`config.mk`:
```
export PLATFORM = sky130hd
export DESIGN_NAME = shift_mode_serial
export DESIGN_NICKNAME = d
export VERILOG_FILES = /design/src/rtl/ssp_pkg.sv /design/src/rtl/ssp_seq.sv /design/src/rtl/ssp_shreg.sv /design/src/rtl/ssp_flags.sv /design/src/rtl/shift_mode_serial.sv
export SDC_FILE = /design/constraint.sdc
export NUM_CORES = 1
export LEC_CHECK = 0
export ABC_AREA = 1
export CORE_MARGIN = 2
export CORE_UTILIZATION = 45
export CTS_CLUSTER_DIAMETER = 120
export DETAILED_ROUTE_END_ITERATION = 8
export PLACE_DENSITY = 0.8
export SYNTH_ARGS = -nofsm -noshare
export SYNTH_HDL_FRONTEND = slang
export SYNTH_SLANG_ARGS = --single-unit
export TNS_END_PERCENT = 50
```
`constraint.sdc`:
```
create_clock -name clk_i -period 1.62 [get_ports clk_i]
set_clock_uncertainty 0.15 [all_clocks]
set_input_delay 0.324 -clock clk_i [delete_from_list [all_inputs] [get_ports clk_i]]
set_output_delay 0.324 -clock clk_i [all_outputs]
set_load 0.01 [all_outputs]
```
`src/rtl/ssp_pkg.sv`:
```
package ssp_pkg;
  typedef enum logic [1:0] {
    XF_IDLE = 2'd0,
    XF_TX   = 2'd1,
    XF_RX   = 2'd2
  } xfer_e;
endpackage

```
`src/rtl/ssp_seq.sv`:
```
module ssp_seq
  import ssp_pkg::*;
#(
  parameter int CYC_PER_BIT = 12,
  parameter int DATA_W      = 8
) (
  input  logic  clk_i,
  input  logic  rst_ni,
  input  logic  start_tx_i,
  input  logic  start_rx_i,
  output xfer_e mode_o,
  output logic  sclk_o,
  output logic  sample_o,
  output logic  shift_o,
  output logic  done_o
);
  localparam int PH_W = (CYC_PER_BIT > 1) ? $clog2(CYC_PER_BIT) : 1;
  localparam int BC_W = (DATA_W > 1) ? $clog2(DATA_W) : 1;
  localparam logic [PH_W-1:0] PH_LAST = PH_W'(CYC_PER_BIT - 1);
  localparam logic [PH_W-1:0] PH_HALF = PH_W'(CYC_PER_BIT / 2);
  localparam logic [PH_W-1:0] PH_PRE  = PH_W'(CYC_PER_BIT / 2 - 1);
  localparam logic [BC_W-1:0] BC_LAST = BC_W'(DATA_W - 1);

  xfer_e           mode_q;
  logic [PH_W-1:0] ph_q;
  logic [BC_W-1:0] bc_q;
  logic            active;
  logic            bit_end;

  assign active  = (mode_q != XF_IDLE);
  assign bit_end = active && (ph_q == PH_LAST);

  always_ff @(posedge clk_i or negedge rst_ni) begin
    if (!rst_ni) begin
      mode_q <= XF_IDLE;
      ph_q   <= '0;
      bc_q   <= '0;
    end else if (!active) begin
      ph_q <= '0;
      bc_q <= '0;
      if (start_tx_i)      mode_q <= XF_TX;
      else if (start_rx_i) mode_q <= XF_RX;
    end else if (bit_end) begin
      ph_q <= '0;
      if (bc_q == BC_LAST) mode_q <= XF_IDLE;
      else                 bc_q   <= bc_q + 1'b1;
    end else begin
      ph_q <= ph_q + 1'b1;
    end
  end

  assign mode_o   = mode_q;
  // low half then high half of every bit
  assign sclk_o   = !(active && (ph_q < PH_HALF));
  assign sample_o = active && (ph_q == PH_PRE);
  assign shift_o  = bit_end && (bc_q != BC_LAST);
  assign done_o   = bit_end && (bc_q == BC_LAST);
endmodule

```
`src/rtl/ssp_shreg.sv`:
```
module ssp_shreg
  import ssp_pkg::*;
#(
  parameter int DATA_W = 8
) (
  input  logic              clk_i,
  input  logic              rst_ni,
  input  logic              load_i,
  input  logic [DATA_W-1:0] load_data_i,
  input  xfer_e             mode_i,
  input  logic              sample_i,
  input  logic              shift_i,
  input  logic              sdata_i,
  output logic              tx_bit_o,
  output logic [DATA_W-1:0] q_o
);
  logic [DATA_W-1:0] sh_q;

  always_ff @(posedge clk_i or negedge rst_ni) begin
    if (!rst_ni) begin
      sh_q <= '1;
    end else if (load_i) begin
      sh_q <= load_data_i;
    end else if (mode_i == XF_TX && shift_i) begin
      sh_q <= {1'b1, sh_q[DATA_W-1:1]};
    end else if (mode_i == XF_RX && sample_i) begin
      sh_q <= {sdata_i, sh_q[DATA_W-1:1]};
    end
  end

  assign tx_bit_o = sh_q[0];
  assign q_o      = sh_q;
endmodule

```
`src/rtl/ssp_flags.sv`:
```
module ssp_flags
  import ssp_pkg::*;
#(
  parameter int DATA_W = 8
) (
  input  logic              clk_i,
  input  logic              rst_ni,
  input  logic              done_i,
  input  xfer_e             mode_i,
  input  logic [DATA_W-1:0] shreg_i,
  input  logic              ti_clr_i,
  input  logic              ri_clr_i,
  output logic              ti_o,
  output logic              ri_o,
  output logic [DATA_W-1:0] rx_data_o
);
  logic              ti_q, ri_q;
  logic [DATA_W-1:0] rxd_q;

  always_ff @(posedge clk_i or negedge rst_ni) begin
    if (!rst_ni) begin
      ti_q  <= 1'b0;
      ri_q  <= 1'b0;
      rxd_q <= '0;
    end else begin
      if (done_i && mode_i == XF_TX) ti_q <= 1'b1;
      else if (ti_clr_i)             ti_q <= 1'b0;
      if (done_i && mode_i == XF_RX) begin
        ri_q  <= 1'b1;
        rxd_q <= shreg_i;
      end else if (ri_clr_i) begin
        ri_q <= 1'b0;
      end
    end
  end

  assign ti_o      = ti_q;
  assign ri_o      = ri_q;
  assign rx_data_o = rxd_q;
endmodule

```
`src/rtl/shift_mode_serial.sv`:
```
module shift_mode_serial
  import ssp_pkg::*;
#(
  parameter int CYC_PER_BIT = 12,
  parameter int DATA_W      = 8
) (
  input  logic              clk_i,
  input  logic              rst_ni,
  input  logic              buf_wr_i,
  input  logic [DATA_W-1:0] buf_wdata_i,
  input  logic              rx_en_i,
  input  logic              ti_clr_i,
  input  logic              ri_clr_i,
  output logic              ti_o,
  output logic              ri_o,
  output logic [DATA_W-1:0] rx_data_o,
  output logic              sclk_o,
  output logic              sdata_o,
  output logic              sdata_oe_o,
  input  logic              sdata_i
);
  xfer_e             mode;
  logic              sample, shift, done;
  logic              start_tx, start_rx;
  logic              tx_bit;
  logic [DATA_W-1:0] sh_q;
  logic              busy;
  logic              rx_mode;

  assign busy     = (mode != XF_IDLE);
  assign rx_mode  = (mode == XF_RX);
  // transmit has priority over a same-cycle receive start
  assign start_tx = buf_wr_i && !busy;
  assign start_rx = ri_clr_i && rx_en_i && !busy && !buf_wr_i;

  ssp_seq #(
    .CYC_PER_BIT(CYC_PER_BIT),
    .DATA_W     (DATA_W)
  ) u_seq (
    .clk_i     (clk_i),
    .rst_ni    (rst_ni),
    .start_tx_i(start_tx),
    .start_rx_i(start_rx),
    .mode_o    (mode),
    .sclk_o    (sclk_o),
    .sample_o  (sample),
    .shift_o   (shift),
    .done_o    (done)
  );

  ssp_shreg #(
    .DATA_W(DATA_W)
  ) u_shreg (
    .clk_i      (clk_i),
    .rst_ni     (rst_ni),
    .load_i     (start_tx),
    .load_data_i(buf_wdata_i),
    .mode_i     (mode),
    .sample_i   (sample),
    .shift_i    (shift),
    .sdata_i    (sdata_i),
    .tx_bit_o   (tx_bit),
    .q_o        (sh_q)
  );

  ssp_flags #(
    .DATA_W(DATA_W)
  ) u_flags (
    .clk_i    (clk_i),
    .rst_ni   (rst_ni),
    .done_i   (done),
    .mode_i   (mode),
    .shreg_i  (sh_q),
    .ti_clr_i (ti_clr_i),
    .ri_clr_i (ri_clr_i),
    .ti_o     (ti_o),
    .ri_o     (ri_o),
    .rx_data_o(rx_data_o)
  );

  assign sdata_o    = (mode == XF_TX) ? tx_bit : 1'b1;
  assign sdata_oe_o = !rx_mode;
endmodule

```
==> results.yml, run 1 <==
status:
  status: "finished with violations"
  violations: "setup timing"
cts:
  clock_latency_ps: 330
  h-tree-depth: 1
  cts_buffer_depth: 2
  cts_buffers: 3
  root_buffer: "clkbuf_4"
  cts.reportedPaths.clkPinSlew_ps: 150
  cts_tree: "done"
  clock-sinks: 27
die:
  start_util_pct: 46.2
  die_area_um2: 3540
  die_w_um: 59.5
  io_pins: 28
  core_um2: 3000
  die_h_um: 59.5
  row_count: 20
drt:
  via_count: 1233
  avgRoutedWirePerCell_um: 12.5
  routed_via_density: 4.95
  drt_iter0_markers: 52
  ant_nets: 0
  routed_wl_um: 3120
  first_pass_iters: 4
  drcViolationCount: 0
timing:
  slew-limit-headroom_pct: 77.7
  final.min_clock_period_ps: 1660
  finalWorstSetupSlack_ps: -39.1
  hold_viol_final: 0
  finalCritPeriodShare_pct: 102
  rsz0062_at_grt: "yes"
  worst_pin_slew_ps: 334
  fmax_ghz: 0.603
  setup_tns_ps: -85.3
  maxSlewViolCount: 0
  setup_viol: 4
synth:
  postSynthAreaPerCell_um2: 8.62
  ys_seq_area_share_pct: 49.4
  synth-edff-count: 0
  synthCells: 161
  synth_flop_cell: "dfrtp_1"
  netlist_area_um2: 1390
  synth_seq_cells: 27
  synthArstFlopShare_pct: 100
  postSynthNetCount: 180
  yosysWarningCount: 0
  ys_types: 24
final_layout:
  final_common_cell: "nand2_1"
  fill_cells: 236
  num_antenna_cells: 0
  syn_to_final_growth_pct: 40.5
  drive_gt1_share_pct: 33.8
  nNetsFinal: 236
  final_area_um2: 1950
  layout_common_cells: "nand2_1 (59), buf_4 (20), dfrtp_1 (19)"
worst_setup_path:
  cp_max_fo: 6
  arrival_ps: 1800
  timing.rr.end: "u_shreg.q_o[7]$_DFFE_PN1P_"
  cp.required_ps: 1760
  r2r_cells: 9
  reg2reg_from: "u_seq.mode_o[1]$_DFFE_PN0P_"
  end_kind: "register"
  worstSetupPathType: "reg2reg"
  r2r_slack_ps: -40
  cp-start-kind: "register"
min_path:
  hold_class: "in2async"
placement:
  placed_area_um2: 1780
  place.gp.congestion: 0.853
  dp_hpwl_um: 2000
  dp_slack_ps: -19.4
  port_buffers: 27
global_route:
  antenna_found_initial: 0
  grt_pass1_wl_um: 4490
  grt_pass1_vias: 1077
  grt_start_max_net_pins: 28
  overflow: 0
  grt_use_total_pct: 16.6
power:
  finalPower_mw: 2.38
  p_per_area_nw_per_um2: 1220
  cellLeakagePower_nw: 1.02
  vdd_drop_max_v: 0.000687
flow_run:
  drv_cap: 0
cells by family after synthesis:
family | Yosys count | share of synthesized area (%)
buffers and inverters | 18 | 6.40
adders and majority gates | 4 | 3.61
AOI/OAI and AO/OA | 13 | 5.05
DFF | 27 | 49.4
and+or+nand+nor | 98 | 34.9
xor gates and xnor gates | 1 | 0.631
layout make-up:
class | instances | area (um2) | area share, %
Clock buffer | 3 | 22.5 | 1.16
Clock inverter | 1 | 5.00 | 0.257
Inverter | 17 | 73.8 | 3.79
Multi-Input combinational cell | 117 | 679 | 34.9
Sequential cell | 27 | 686 | 35.2
Tap cell | 33 | 41.3 | 2.12
Timing Repair Buffer | 50 | 435 | 22.3
Timing Repair inverter | 1 | 6.26 | 0.321
power by group:
group          switching, mW  internal, mW
clock                  0.205        0.0930
sequential             0.121         0.918
combinational          0.552         0.493
timing repair:
| action | in CTS | in global routing |
|---|---|---|
| buffers inserted | 3 | 8 |
| pin swaps | 3 | 14 |
| gates resized for setup | 28 | 14 |
| setup endpoints to repair | 29 | 22 |
| gates cloned | 0 | 2 |
| hold buffers | 0 | 0 |
| hold endpoints to repair | 0 | 0 |
per-layer routing:
| layer | share of wire (%) | global-route usage [%] | vias to the layer above | wire, um |
|---|---|---|---|---|
| li1 | - | - | 621 | - |
| met1 | 47 | 21.9 | 562 | 1480 |
| met2 | 46 | 28.1 | 39 | 1450 |
| met3 | 3.8 | 2.18 | 11 | 117 |
| met4 | 2.6 | 5.71 | 0 | 80 |
| met5 | 0 | 0 | - | 0 |
flip-flops by register name (all words and copies together), names as in the netlist:
signal             count
u_flags.rx_data_o      8
u_shreg.q_o            8
u_seq.ph_q             4
u_seq.bc_q             3
u_seq.mode_o           2
u_flags.ri_o           1
u_flags.ti_o           1
stage by stage:
stage	std cells	hold WS, ps	util (%)
finish	249	162	64.9
global route	249	168	64.9
CTS	239	172	60.5
detailed placement	232	314	59.3
global placement	232	313	59.3
floorplan	161	-122	-
Yosys cell counts (3+ instances only):
master / count / area (um2)
nand3_1: 11 / 55.1
o21ai_0: 3 / 15.0
nor2_4: 4 / 45.0
inv_2: 4 / 15.0
inv_1: 12 / 45.0
nand2_1: 62 / 233
nor2_1: 5 / 18.8
nand2_2: 5 / 31.3
ha_1: 4 / 50.1
dfstp_2: 8 / 210
dfrtp_1: 19 / 475
o21ai_1: 7 / 35.0
nor2_2: 4 / 25.0
critical path: stages, from the launching register on:
cell     delay, ps
dfrtp_1        420
buf_6          130
buf_4          140
nor2_4         190
nand2_4        150
inv_8          100
nor2_4          50
nand2_2        110
nand3_1        100
nand2_1         70
worst max-delay path by stage:
stage | startpoint | to
global route | u_seq.mode_o[1]$_DFFE_PN0P_ | sclk_o
floorplan | u_seq.bc_q[0]$_DFFE_PN0P_ | u_shreg.q_o[0]$_DFFE_PN1P_
detailed placement | u_seq.bc_q[0]$_DFFE_PN0P_ | u_flags.ri_o$_DFFE_PN0P_
CTS | u_seq.mode_o[1]$_DFFE_PN0P_ | sclk_o
finish | u_seq.mode_o[1]$_DFFE_PN0P_ | u_shreg.q_o[7]$_DFFE_PN1P_
global placement | u_shreg.q_o[0]$_DFFE_PN1P_ | sdata_o
(Power assumes the default switching activity.)
==> run 2: changes to the inputs <==
- PLACE_DENSITY: 0.8 -> 0.74
==> run 2 against run 1 <==
Against the previous run:
- the flow still finishes with violations (setup timing)
- via count increased by 0.65%
- combinational power increased by 4%
- die area unchanged
- critical path depth decreased by 4
==> results.yml, run 2 (synthesized netlist as in run 1, its figures left out) <==
cts:
  h-tree-depth: 1
  clock-sinks: 27
  cts_tree: "done"
  cts_buffers: 3
  cts.reportedPaths.clkPinSlew_ps: 150
  cts_hold_buf: 0
  clock_latency_ps: 340
  cts_buffer_depth: 2
  root_buffer: "clkbuf_4"
timing:
  rsz0062_at_grt: "yes"
  finalCritPeriodShare_pct: 105
  setup_viol: 7
  worst_pin_slew_ps: 325
  maxSlewViolCount: 0
  fmax_ghz: 0.587
  final.min_clock_period_ps: 1700
  slew-limit-headroom_pct: 78.3
  finalWorstSetupSlack_ps: -82.5
  hold_viol_final: 0
worst_setup_path:
  end_kind: "output pin"
  crit_chain: "buf_6 > inv_2 > nand2_2 > o211ai_1 > buf_2"
  critPathSlowestCell: "dfrtp_1"
  cp.buffers_inverters: 3
  worstSetupPathType: "reg2out"
  crit_family: "flip-flops"
  cp.required_ps: 1150
  cp_max_fo: 3
  r2r_cells: 8
  arrival_ps: 1230
  slowest_delay_ps: 450
  cp.depth: 5
  cp-start-kind: "register"
final_layout:
  nNetsFinal: 236
  layout_common_cells: "nand2_1 (57), dfrtp_1 (19), buf_4 (18)"
  instances_no_fill: 249
  drive_gt1_share_pct: 36.1
  final_common_cell: "nand2_1"
  syn_to_final_growth_pct: 42.0
  num_antenna_cells: 0
global_route:
  grt_use_total_pct: 18.6
  grt_pass1_vias: 1109
  grt_pass1_wl_um: 4930
  overflow: 0
  grt_start_max_net_pins: 28
  antenna_found_initial: 0
die:
  row_count: 20
  die_w_um: 59.5
  start_util_pct: 46.2
  core_um2: 3000
  io_pins: 28
  die_h_um: 59.5
  die_area_um2: 3540
power:
  vdd_drop_max_v: 0.000914
  p_per_area_nw_per_um2: 1240
  cellLeakagePower_nw: 1.02
flow_run:
  drv_cap: 0
placement:
  port_buffers: 27
  place.gp.congestion: 0.789
  dp_slack_ps: -32.8
  dp_hpwl_um: 2180
  dpl.cell_count: 231
drt:
  drt_iter0_markers: 29
  ant_nets: 0
  via_count: 1241
  routed_wl_um: 3250
  avgRoutedWirePerCell_um: 13.1
  first_pass_iters: 5
  routed_via_density: 4.98
  drcViolationCount: 0
min_path:
  hold_class: "in2async"
status:
  violations: "setup timing"
  status: "finished with violations"
==> run 2: changes by cell type in the layout (fill, tap and decap cells not counted), sizes merged <==
| cell | delta |
|---|---|
| inv | -1 |
| clkinvlp | +1 |
==> run 2: repair_timing <==
action	CTS	global route
setup buffers	5	7
endpoints found under the setup margin	23	25
pin swaps	3	11
cloned	0	2
resized for setup	26	24
==> run 2: path summary, 6_finish.rpt <==
kind | slack, ps | startpoint | to
worst max-delay path | -80 | u_seq.mode_o[1]$_DFFE_PN0P_ | sclk_o
max in group asynchronous | 850 | rst_ni | u_shreg.q_o[5]$_DFFE_PN1P_
min in group clk_i | 350 | u_flags.rx_data_o[2]$_DFFE_PN0P_ | u_flags.rx_data_o[2]$_DFFE_PN0P_
worst max register to register | -20 | u_seq.mode_o[1]$_DFFE_PN0P_ | u_seq.mode_o[1]$_DFFE_PN0P_
worst min register to register | 350 | u_flags.rx_data_o[2]$_DFFE_PN0P_ | u_flags.rx_data_o[2]$_DFFE_PN0P_
worst min-delay path | 170 | rst_ni | u_flags.rx_data_o[4]$_DFFE_PN0P_
==> run 2: cell type report <==
cell class / instances / area (um2)
flip-flops and latches: 27 / 686
clock inverters: 1 / 7.51
well taps: 33 / 41.3
inverters: 17 / 76.3
clock buffers: 3 / 22.5
repair buffers: 50 / 440
repair inverters: 1 / 8.76
multi-input cells: 117 / 688
fillers: 242 / 1030
==> run 2: where the power goes <==
| part | switching, mW | internal, mW |
|---|---|---|
| Combinational | 0.565 | 0.517 |
| Clock | 0.218 | 0.0949 |
| Sequential | 0.132 | 0.918 |
| Total | 0.915 | 1.53 |
==> run 2: metal layers <==
metal / global-route usage [%] / part of all wire [%] / up-vias
met5: 0 / 0 / -
met1: 25.0 / 43 / 590
met2: 29.8 / 51 / 28
li1: - / - / 617
met4: 7.62 / 1.9 / 0
met3: 2.84 / 3.6 / 6
==> run 2: metrics by stage <==
stage                     util [%]  total power, mW  TNS [ps]  hold WS (ps)  instance area [um2]
after global placement        58.7             1.90         0           311                 1760
final                         65.6             2.44      -214           174                 1970
after floorplan                  -             1.56         0          -122                 1390
after CTS                     60.5             2.28      -140           186                 1820
after global routing          65.6             2.61     -1290           191                 1970
after detailed placement      58.7             1.94     -38.0           318                 1760
==> run 3: changes to the inputs <==
- CORE_UTILIZATION: 45 -> 38
- PLACE_DENSITY: 0.74 -> 0.72
==> run 3 against run 2 <==
Against the previous run:
- the flow still finishes with violations (setup timing)
- total power is 5.2% lower
- register-to-register slack hardly changed
- clock power is 4% lower
- critical path type unchanged
==> results.yml, run 3 (synthesized netlist as in run 1, its figures left out) <==
worst_setup_path:
  cp.required_ps: 1150
  timing.rr.end: "u_seq.mode_o[1]$_DFFE_PN0P_"
  cp-start-kind: "register"
  slowest_delay_ps: 420
  r2r_slack_ps: -10
  reg2reg_from: "u_seq.mode_o[1]$_DFFE_PN0P_"
  r2r_cells: 8
  crit_chain: "buf_6 > inv_2 > nand2_2 > o211ai_1 > buf_2"
  end_kind: "output pin"
  worstSetupPathType: "reg2out"
  critPathSlowestCell: "dfrtp_1"
  arrival_ps: 1190
  cp_max_fo: 3
drt:
  ant_nets: 0
  drcViolationCount: 0
  routed_wl_um: 3000
  first_pass_iters: 4
  avgRoutedWirePerCell_um: 11.4
  drt_iter0_markers: 63
  via_count: 1189
  routed_via_density: 4.52
die:
  die_h_um: 64.4
  core_um2: 3420
  start_util_pct: 40.6
  io_pins: 28
  row_count: 21
  die_area_um2: 4150
  die_w_um: 64.4
cts:
  clock_latency_ps: 330
  cts_buffers: 3
  h-tree-depth: 1
  cts.reportedPaths.clkPinSlew_ps: 150
  cts_tree: "done"
  clock-sinks: 27
  cts_buffer_depth: 2
  root_buffer: "clkbuf_4"
  cts_hold_buf: 0
placement:
  place.gp.congestion: 0.850
  dp_hpwl_um: 2050
  port_buffers: 27
  placed_area_um2: 1810
final_layout:
  layout_common_cells: "nand2_1 (61), buf_4 (22), dfrtp_1 (19)"
  drive_gt1_share_pct: 32.7
  final_common_cell: "nand2_1"
  ff_latch_area_um2: 686
  final_area_um2: 1960
  num_antenna_cells: 0
  multi_input_area_um2: 662
  final_util_pct: 57.4
  syn_to_final_growth_pct: 41.2
  fill_cells: 310
  nNetsFinal: 237
global_route:
  grt_use_total_pct: 14.9
  grt_pass1_vias: 1118
  grt_pass1_wl_um: 4740
  overflow: 0
  grt_start_max_net_pins: 28
  antenna_found_initial: 0
timing:
  final.min_clock_period_ps: 1660
  finalWorstSetupSlack_ps: -39.6
  finalCritPeriodShare_pct: 102
  worst_pin_slew_ps: 333
  slew-limit-headroom_pct: 77.7
  fmax_ghz: 0.603
  maxSlewViolCount: 0
  setup_viol: 3
  rsz0062_at_grt: "yes"
  hold_viol_final: 0
power:
  p_seq_share_pct: 45.0
  internal_power_mw: 1.48
  cellLeakagePower_nw: 1.01
  p_per_area_nw_per_um2: 1180
  power_frac_comb_pct: 42.1
  swShare_pct: 36.3
  netSwitchingPower_uw: 841
  power_frac_clock_pct: 13.0
  finalPower_mw: 2.32
  vdd_drop_max_v: 0.000633
min_path:
  hold_class: "in2async"
status:
  violations: "setup timing"
  status: "finished with violations"
flow_run:
  drv_cap: 0
run 3: changes by cell type in the layout (fill, tap and decap cells not counted), sizes merged:
cell,before,now
inv,17,16
buf,26,28
clkinvlp,1,0
clkinv,1,2
run 3: through the flow:
stage	std cells	setup WS (ps)	hold WS, ps	TNS, ps
after floorplan	161	114	-122	0
after global placement	246	4.15	311	0
after detailed placement	246	-9.98	316	-18.5
after CTS	254	-35.1	192	-40.9
after global routing	263	-114	166	-402
final	263	-39.6	184	-74.5
run 3: critical path, delay by kind of cell, from the launching register on:
family	cells	cell delay [ps]
compound gates	1	70
flops	1	420
simple gates	1	40
buf+inv	3	320
run 3: area by class of cell:
class / instances / area share, %
timing repair buffer: 52 / 23.0
sequential: 27 / 35.0
clock inverter: 1 / 0.255
inverter: 17 / 3.90
tap: 46 / 2.94
multi-input combinational: 117 / 33.8
clock buffer: 3 / 1.15
run 3: what timing repair did:
item | 4_1_cts | 5_1_grt
setup endpoints to repair | 15 | 24
setup buffers | 4 | 8
pin swaps | 3 | 9
resized for setup | 24 | 14
cloned | 0 | 1
run 3: worst max-delay path by stage:
stage,to,slack (ps),startpoint
finish,sclk_o,-40,u_seq.mode_o[1]$_DFFE_PN0P_
global route,sclk_o,-110,u_seq.mode_o[1]$_DFFE_PN0P_
CTS,sclk_o,-40,u_seq.mode_o[1]$_DFFE_PN0P_
detailed placement,u_shreg.q_o[1]$_DFFE_PN1P_,-10,buf_wr_i
global placement,sdata_o,4,u_shreg.q_o[0]$_DFFE_PN1P_
floorplan,u_shreg.q_o[0]$_DFFE_PN1P_,110,u_seq.bc_q[0]$_DFFE_PN0P_
run 3: metal layers:
| metal | share of wire, % | track usage, % | vias up |
|---|---|---|---|
| met5 | 0 | 0 | - |
| met1 | 49 | 20.1 | 540 |
| met2 | 45 | 23.4 | 25 |
| met3 | 3.1 | 1.74 | 4 |
| met4 | 2.3 | 7.98 | 0 |
| li1 | - | - | 620 |
run 3: power groups by stage:
stage / registers [mW] / logic, mW / clock network [mW]
final: 1.04 / 0.975 / 0.300
after global routing: 1.06 / 1.08 / 0.346
after CTS: 1.03 / 0.904 / 0.308
after detailed placement: 1.05 / 0.876 / 0
after global placement: 1.05 / 0.865 / 0
after floorplan: 1.05 / 0.516 / 0
